File: config.mk
export PLATFORM = sky130hd
export DESIGN_NAME = pio_cycle_timer
export DESIGN_NICKNAME = d
export VERILOG_FILES = /design/src/rtl/pio_cycle_timer.sv
export SDC_FILE = /design/constraint.sdc
export NUM_CORES = 1
export LEC_CHECK = 0
export BUFFER_PORTS_ARGS = -buffer_cell sky130_fd_sc_hd__buf_4
export CELL_PAD_IN_SITES_DETAIL_PLACEMENT = 1
export CELL_PAD_IN_SITES_GLOBAL_PLACEMENT = 1
export CORE_ASPECT_RATIO = 1.1
export CORE_UTILIZATION = 40
export DETAILED_ROUTE_END_ITERATION = 8
export PLACE_DENSITY_LB_ADDON = 0.1
export SYNTH_ARGS = -nofsm -noshare
export SYNTH_HDL_FRONTEND = slang
export SYNTH_SLANG_ARGS = --single-unit
export TNS_END_PERCENT = 10
File: constraint.sdc
create_clock -name clk -period 3.67 [get_ports clk]
set_input_delay 0.734 -clock clk [delete_from_list [all_inputs] [get_ports clk]]
set_output_delay 0.734 -clock clk [all_outputs]
set_load 0.02 [all_outputs]
File: src/rtl/pio_cycle_timer.sv
module pio_cycle_timer (
  input  logic       clk,
  input  logic       rst_n,
  input  logic       reg_we,
  input  logic [2:0] reg_addr,
  input  logic [7:0] reg_wdata,
  output logic [7:0] reg_rdata,
  input  logic       clk_is_slow,
  input  logic       req_valid,
  input  logic       req_write,
  input  logic       req_drive,
  output logic       req_ack,
  output logic       busy,
  output logic       cs_active,
  output logic       dev_sel,
  output logic       rd_n,
  output logic       wr_n
);
  typedef enum logic [1:0] {S_IDLE, S_SETUP, S_PULSE, S_RECOV} st_t;

  st_t        st;
  logic [3:0] cnt, l_pw, l_rt;
  logic       l_wr, l_drv;
  logic [7:0] trd [2];
  logic [7:0] twr [2];
  logic [6:0] ctl;
  logic [7:0] pick;

  assign busy      = (st != S_IDLE);
  assign req_ack   = req_valid && !busy;
  assign cs_active = (st == S_SETUP) || (st == S_PULSE);
  assign dev_sel   = l_drv;
  assign rd_n      = !((st == S_PULSE) && !l_wr);
  assign wr_n      = !((st == S_PULSE) && l_wr);
  assign pick      = req_write ? twr[req_drive] : trd[req_drive];

  always_comb begin
    case (reg_addr)
      3'd0:    reg_rdata = trd[ctl[0]];
      3'd1:    reg_rdata = twr[ctl[0]];
      3'd5:    reg_rdata = {7'b0, clk_is_slow};
      3'd6:    reg_rdata = {1'b0, ctl};
      default: reg_rdata = 8'h00;
    endcase
  end

  always_ff @(posedge clk) begin
    if (!rst_n) begin
      st    <= S_IDLE;
      cnt   <= '0;
      l_pw  <= '0;
      l_rt  <= '0;
      l_wr  <= 1'b0;
      l_drv <= 1'b0;
      ctl   <= '0;
      for (int i = 0; i < 2; i++) begin
        trd[i] <= '0;
        twr[i] <= '0;
      end
    end else begin
      if (reg_we) begin
        case (reg_addr)
          3'd0:    trd[ctl[0]] <= reg_wdata;
          3'd1:    twr[ctl[0]] <= reg_wdata;
          3'd6:    ctl <= reg_wdata[6:0];
          default: ;
        endcase
      end
      case (st)
        S_IDLE: if (req_valid) begin
          st    <= S_SETUP;
          cnt   <= {2'b0, ctl[5:4]};
          l_pw  <= pick[7:4];
          l_rt  <= pick[3:0];
          l_wr  <= req_write;
          l_drv <= req_drive;
        end
        S_SETUP: if (cnt == 0) begin
          st  <= S_PULSE;
          cnt <= l_pw;
        end else cnt <= cnt - 1'b1;
        S_PULSE: if (cnt == 0) begin
          st  <= S_RECOV;
          cnt <= l_rt;
        end else cnt <= cnt - 1'b1;
        default: if (cnt == 0) st <= S_IDLE;
                 else cnt <= cnt - 1'b1;
      endcase
    end
  end
endmodule

Yosys cells after proc, flatten, opt, wreduce, memory -nomap -nowiden
Memory sizes are Yosys's and may differ from the RTL's. A register that Yosys moved wholly into a read port is not among the register bits.
Cells that the tools add are included.
{"block": "classes", "add_sub_neg": 1, "n_eq_ne": 9, "mux": 31, "reduce_logical": 19}
{"operator": "$pmux W8 S4", "count": 1}
{"operator": "$mux W8", "count": 3}
{"operator": "$mux W1", "count": 17}
{"operator": "$mux W4", "count": 4}
{"operator": "$reduce_or A8 Y1", "count": 2}
{"operator": "$pmux W4 S3", "count": 1}
{"operator": "$mux W2", "count": 4}
{"operator": "$eq A3 B3 Y1 const B", "count": 2}
{"operator": "$pmux W2 S3", "count": 1}
{"operator": "$reduce_and A2 Y1", "count": 3}
{"operator": "$logic_not A1 Y1", "count": 4}
{"operator": "$logic_not A4 Y1", "count": 1}
{"operator": "$ne A2 B1 Y1 const B", "count": 2}
{"operator": "$ne A4 B3 Y1 const B", "count": 1}
{"operator": "$reduce_and A4 Y1", "count": 1}
{"operator": "$reduce_bool A2 Y1", "count": 2}
{"operator": "$sub A4 B1 Y4 const B", "count": 1}
{"operator": "$eq A3 B1 Y1 const B", "count": 1}
{"operator": "$logic_and A1 B1 Y1", "count": 3}
{"operator": "$logic_not A3 Y1", "count": 1}
{"operator": "$eq A2 B1 Y1 const B", "count": 1}
{"operator": "$eq A2 B2 Y1 const B", "count": 1}
{"operator": "$logic_not A2 Y1", "count": 1}
{"operator": "$ne A2 B2 Y1 const B", "count": 1}
{"operator": "$logic_or A1 B1 Y1", "count": 1}
{"block": "totals", "regBits": 23, "ram_bits": 32, "input_bits": 18, "output_inout_bits": 14, "elab_cells": 69, "n_memories": 2}
{"name": "trd", "depth": 2, "word_bits": 8, "read_ports": 2, "rd_clocked_by_memory_dff": 1, "write_ports": 2, "line_no": "24", "rtl": "logic [7:0] trd [2];"}
{"name": "twr", "depth": 2, "word_bits": 8, "read_ports": 2, "rd_clocked_by_memory_dff": 1, "write_ports": 2, "line_no": "25", "rtl": "logic [7:0] twr [2];"}

Depth between registers and ports, before layout
{"block": "logic_depth", "depth_word": 7, "depth_mapped": 8, "depth_no_buf": 6}

Least setup slack after synthesis
No wires, ideal clock.
{"block": "synth_timing", "kind": "input to output", "from": "in reg_addr[1]", "to": "out reg_rdata[0]", "arrival_ns": 1.687, "t_required_ns": 2.936, "slack_ns": 1.249, "path_stages": 3, "path_buffers": 1, "path_cell_list": "or3_1 -> buf_2 -> o221ai_1"}
{"block": "synth_via", "elab_chain_len": 2, "word_cells_on_any_way": 5, "classes_between": "eq/ne (3); mux (1); reduce/logical (1)"}
{"element": "from (decl)", "line_no": "5", "rtl": "input logic [2:0] reg_addr,"}
{"element": "$eq A3 B3 Y1, or another cell as far along", "line_no": "38", "rtl": "case (reg_addr)"}
{"element": "$pmux W8 S4 (*)", "line_no": "38"}
{"element": "to (decl)", "line_no": "7", "rtl": "output logic [7:0] reg_rdata,"}
Mark *: on every way between the ends. The rest lies on a longest branch, timed or not.

Final worst setup path
{"block": "layout_timing", "from": "reg st[0]", "to": "out req_ack"}
{"block": "layout_via", "elab_chain_len": 3}
{"element": "from (decl)", "line_no": "21", "rtl": "st_t st;"}
{"element": "from (signal assigned)", "line_no": "49", "rtl": "st <= S_IDLE;"}
{"element": "from (signal assigned)", "line_no": "71", "rtl": "st <= S_SETUP;"}
{"element": "from (signal assigned)", "line_no": "79", "rtl": "st <= S_PULSE;"}
{"element": "$reduce_bool A2 Y1", "line_no": "29", "rtl": "assign busy = (st != S_IDLE);"}
{"element": "$logic_not A1 Y1", "line_no": "30", "rtl": "assign req_ack = req_valid && !busy;"}
{"element": "$logic_and A1 B1 Y1", "line_no": "30"}
{"element": "to (decl)", "line_no": "12", "rtl": "output logic req_ack,"}
Every way passes these cells.

==> results.toml <==
[synthesis]
post-synth-top-count-cell = "nand2_1"
synth_area_um2 = 2879
synth.area.top_cells = "edfxtp_1, dfxtp_1, mux4_2, and2_1, mux2i_1"
seq_area_frac_synth_pct = 50.07
synthFlopType = "edfxtp_1"
synth_top_area_share_pct = 33.38
ys_ff_latch = 56
synth-edff-count = 32
avgSynthCellArea_um2 = 10.62
synth_top_area_cell = "edfxtp_1"
netlist_instances = 271
synth.distinct_cells = 39
async_flop_share_pct = 0
yosys_warnings = 0
syn-num-nets = 294
synth_commonest_cells = "nand2_1, and2_1, edfxtp_1"

[sta]
fin_crit_sh_pct = 74.88
period_minus_slack_ns = 2.748
fmax_ghz = 0.3639
setup_viol = 0
finalClockSkew_ns = 0.007531
rsz0062_at_grt = "false"
setup_ws_ns = 0.9217
slew_headroom_pct = 54.28
hold_viol = 0
slew_violations = 0
tightestPinTransition_ns = 0.6850
fin_tns_setup_ns = 0

[hold_path]
hold_class = "flip-flop to flip-flop"

[outcome]
status = "finished, final reports clean"

[clocking]
insertion_delay_ns = 0.31
post_cts_buffers = 0
postCtsResizedCells = 0
cts-hold-fix-buffers = 0
clk_pin_slew_worst_paths_ns = 0.09
root_buffer = "clkbuf_8"
cts-buffers-inserted = 5
clkSinkCount = 56
cts_buffer_depth = 2
cts_tree = "built"
htreeDepth = 2

[global_route]
grt_pass1_wl_mm = 11.31
grt_usage_pct = 19.56
busiest_layer = "met2"
grt_max_degree = 23
antenna_found_initial = 0
groute.layer.met3.usage_pct = 3.000
grt_use_met1_pct = 23.47
grt_pass1_vias = 2198
overflow = 0
use_met2_pct = 35.79

[critical_path]
path_common_cell = "inv_1"
cp-start-kind = "flip-flop"
endpoint_kind = "primary output"
critPathMaxStageDelay_ns = 0.37
cp_data_required_time_ns = 2.94
arrival_ns = 2.01
reg2reg_slack_ns = 1.80
critPathKind = "flip-flop to primary output"
crit_path_max_fanout = 11
slowest_stage = "ha_1"
cp_cell_sequence = "inv_1, ha_1, nand2_1, inv_1, buf_4"

[cells_and_area]
syn_to_final_growth_pct = 14.39
n_fill_cell = 801
antennaDiodeCount = 0
drive_above_1_share_pct = 19.73
seq_area_um2 = 1441
final_net_count = 321
multi_input_area_um2 = 1341

[floorplanning]
die_w_um = 82.89
fp.dieH_um = 90.98
core_um2 = 7007
io_pins = 32
die_area_um2 = 7541
initial_core_util_pct = 41.09
rows = 32

[routing]
antenna_left = 0
vias_per_cell = 5.469
dr.pass1.iters = 5
vias = 2100
wl_mm = 6.948
drt_iter0_markers = 80
post_drt_wl_per_cell_um = 18.09
drc = 0

[power]
p_leak_uw = 0.001226
p_total_uw = 1718
p_per_area_nw_per_um2 = 521.7
ir_drop_v = 0.0004086

[placement]
dp_slack_ns = 0.9782
gp_congestion = 0.7835
port_buffers = 31
dp_hpwl_mm = 5.124

[flow_run]
cap_violations = 0
[per-layer routing]
| layer | part of all wire (%) | routed length [um] | vias to the layer above |
|---|---|---|---|
| met5 | 0 | 0 | - |
| met4 | 1.3 | 93 | 0 |
| met3 | 2.2 | 156 | 8 |
| met2 | 52 | 3604 | 29 |
| met1 | 45 | 3095 | 1041 |
| li1 | - | - | 1022 |
[flip-flops by register name, indices dropped and copies added, names as in the netlist, named ones only]
name,cells
cnt,4
l_rt,4
l_wr,1
twr,16
st,2
trd,16
dev_sel,1
l_pw,4
ctl,7
[cell type report]
cell class / count / area share, %
flip-flops and latches: 56 / 43.77
multi-input cells: 192 / 40.73
repair buffers: 36 / 8.207
well taps: 85 / 3.229
clock buffers: 6 / 2.204
clock inverters: 2 / 1.064
inverters: 7 / 0.7979
[report_power, final]
| part | switching (uW) | total [uW] | leakage (uW) | internal (uW) |
|---|---|---|---|---|
| registers | 37.5 | 750 | 0.000532 | 713 |
| clock network | 200 | 403 | 0.0000513 | 202 |
| logic | 327 | 565 | 0.000643 | 239 |
[worst paths after layout]
kind                                            from                   end  cells after the start
worst max register to register   cnt[0]$_SDFFE_PN0P_   cnt[0]$_SDFFE_PN0P_                      6
worst max-delay path              st[0]$_SDFFE_PN0P_               req_ack                      5
worst min register to register  l_rt[1]$_SDFFE_PN0P_  l_rt[1]$_SDFFE_PN0P_                      2
worst min-delay path            l_rt[1]$_SDFFE_PN0P_  l_rt[1]$_SDFFE_PN0P_                      2
[layout by cell type, fill, tap and decap left out, types with 8 or more instances in the layout]
cell       n
a21oi_1   22
and2_1    32
buf_4     36
dfxtp_1   24
edfxtp_1  32
mux2i_1   17
mux4_2     9
nand2_1   43
nand3_1    9
nor2_1     8
o21ai_0    8
[cells by family after synthesis]
| family | after synthesis | share of synthesized area, % |
|---|---|---|
| simple gates | 110 | 19.77 |
| fa+ha+maj | 5 | 2.173 |
| flops | 56 | 50.07 |
| compound gates | 48 | 10.60 |
| buf+inv | 23 | 3.347 |
| xor+xnor | 1 | 0.3043 |
| mux | 28 | 13.73 |
[critical path, delay by kind of cell (launching register included)]
kind | cells | cell delay (ns)
flip-flops | 1 | 0.35
buffers and inverters | 3 | 0.66
AND/OR/NAND/NOR | 1 | 0.33
adder cells (fa/ha/maj) | 1 | 0.37
[per-stage QoR]
| stage | area, um^2 | cells | utilization (%) | hold slack, ns |
|---|---|---|---|---|
| final | 3293 | 384 | 47.00 | 0.4610 |
| after global routing | 3293 | 384 | 47.00 | 0.4876 |
| after CTS | 3293 | 384 | 47.00 | 0.4637 |
| after detailed placement | 3186 | 376 | 45.46 | 0.4499 |
| after global placement | 3186 | 376 | 45.46 | 0.4415 |
| after floorplan | 2879 | 271 | - | 0.4329 |
No activity file was read; power rests on OpenSTA's default activity.
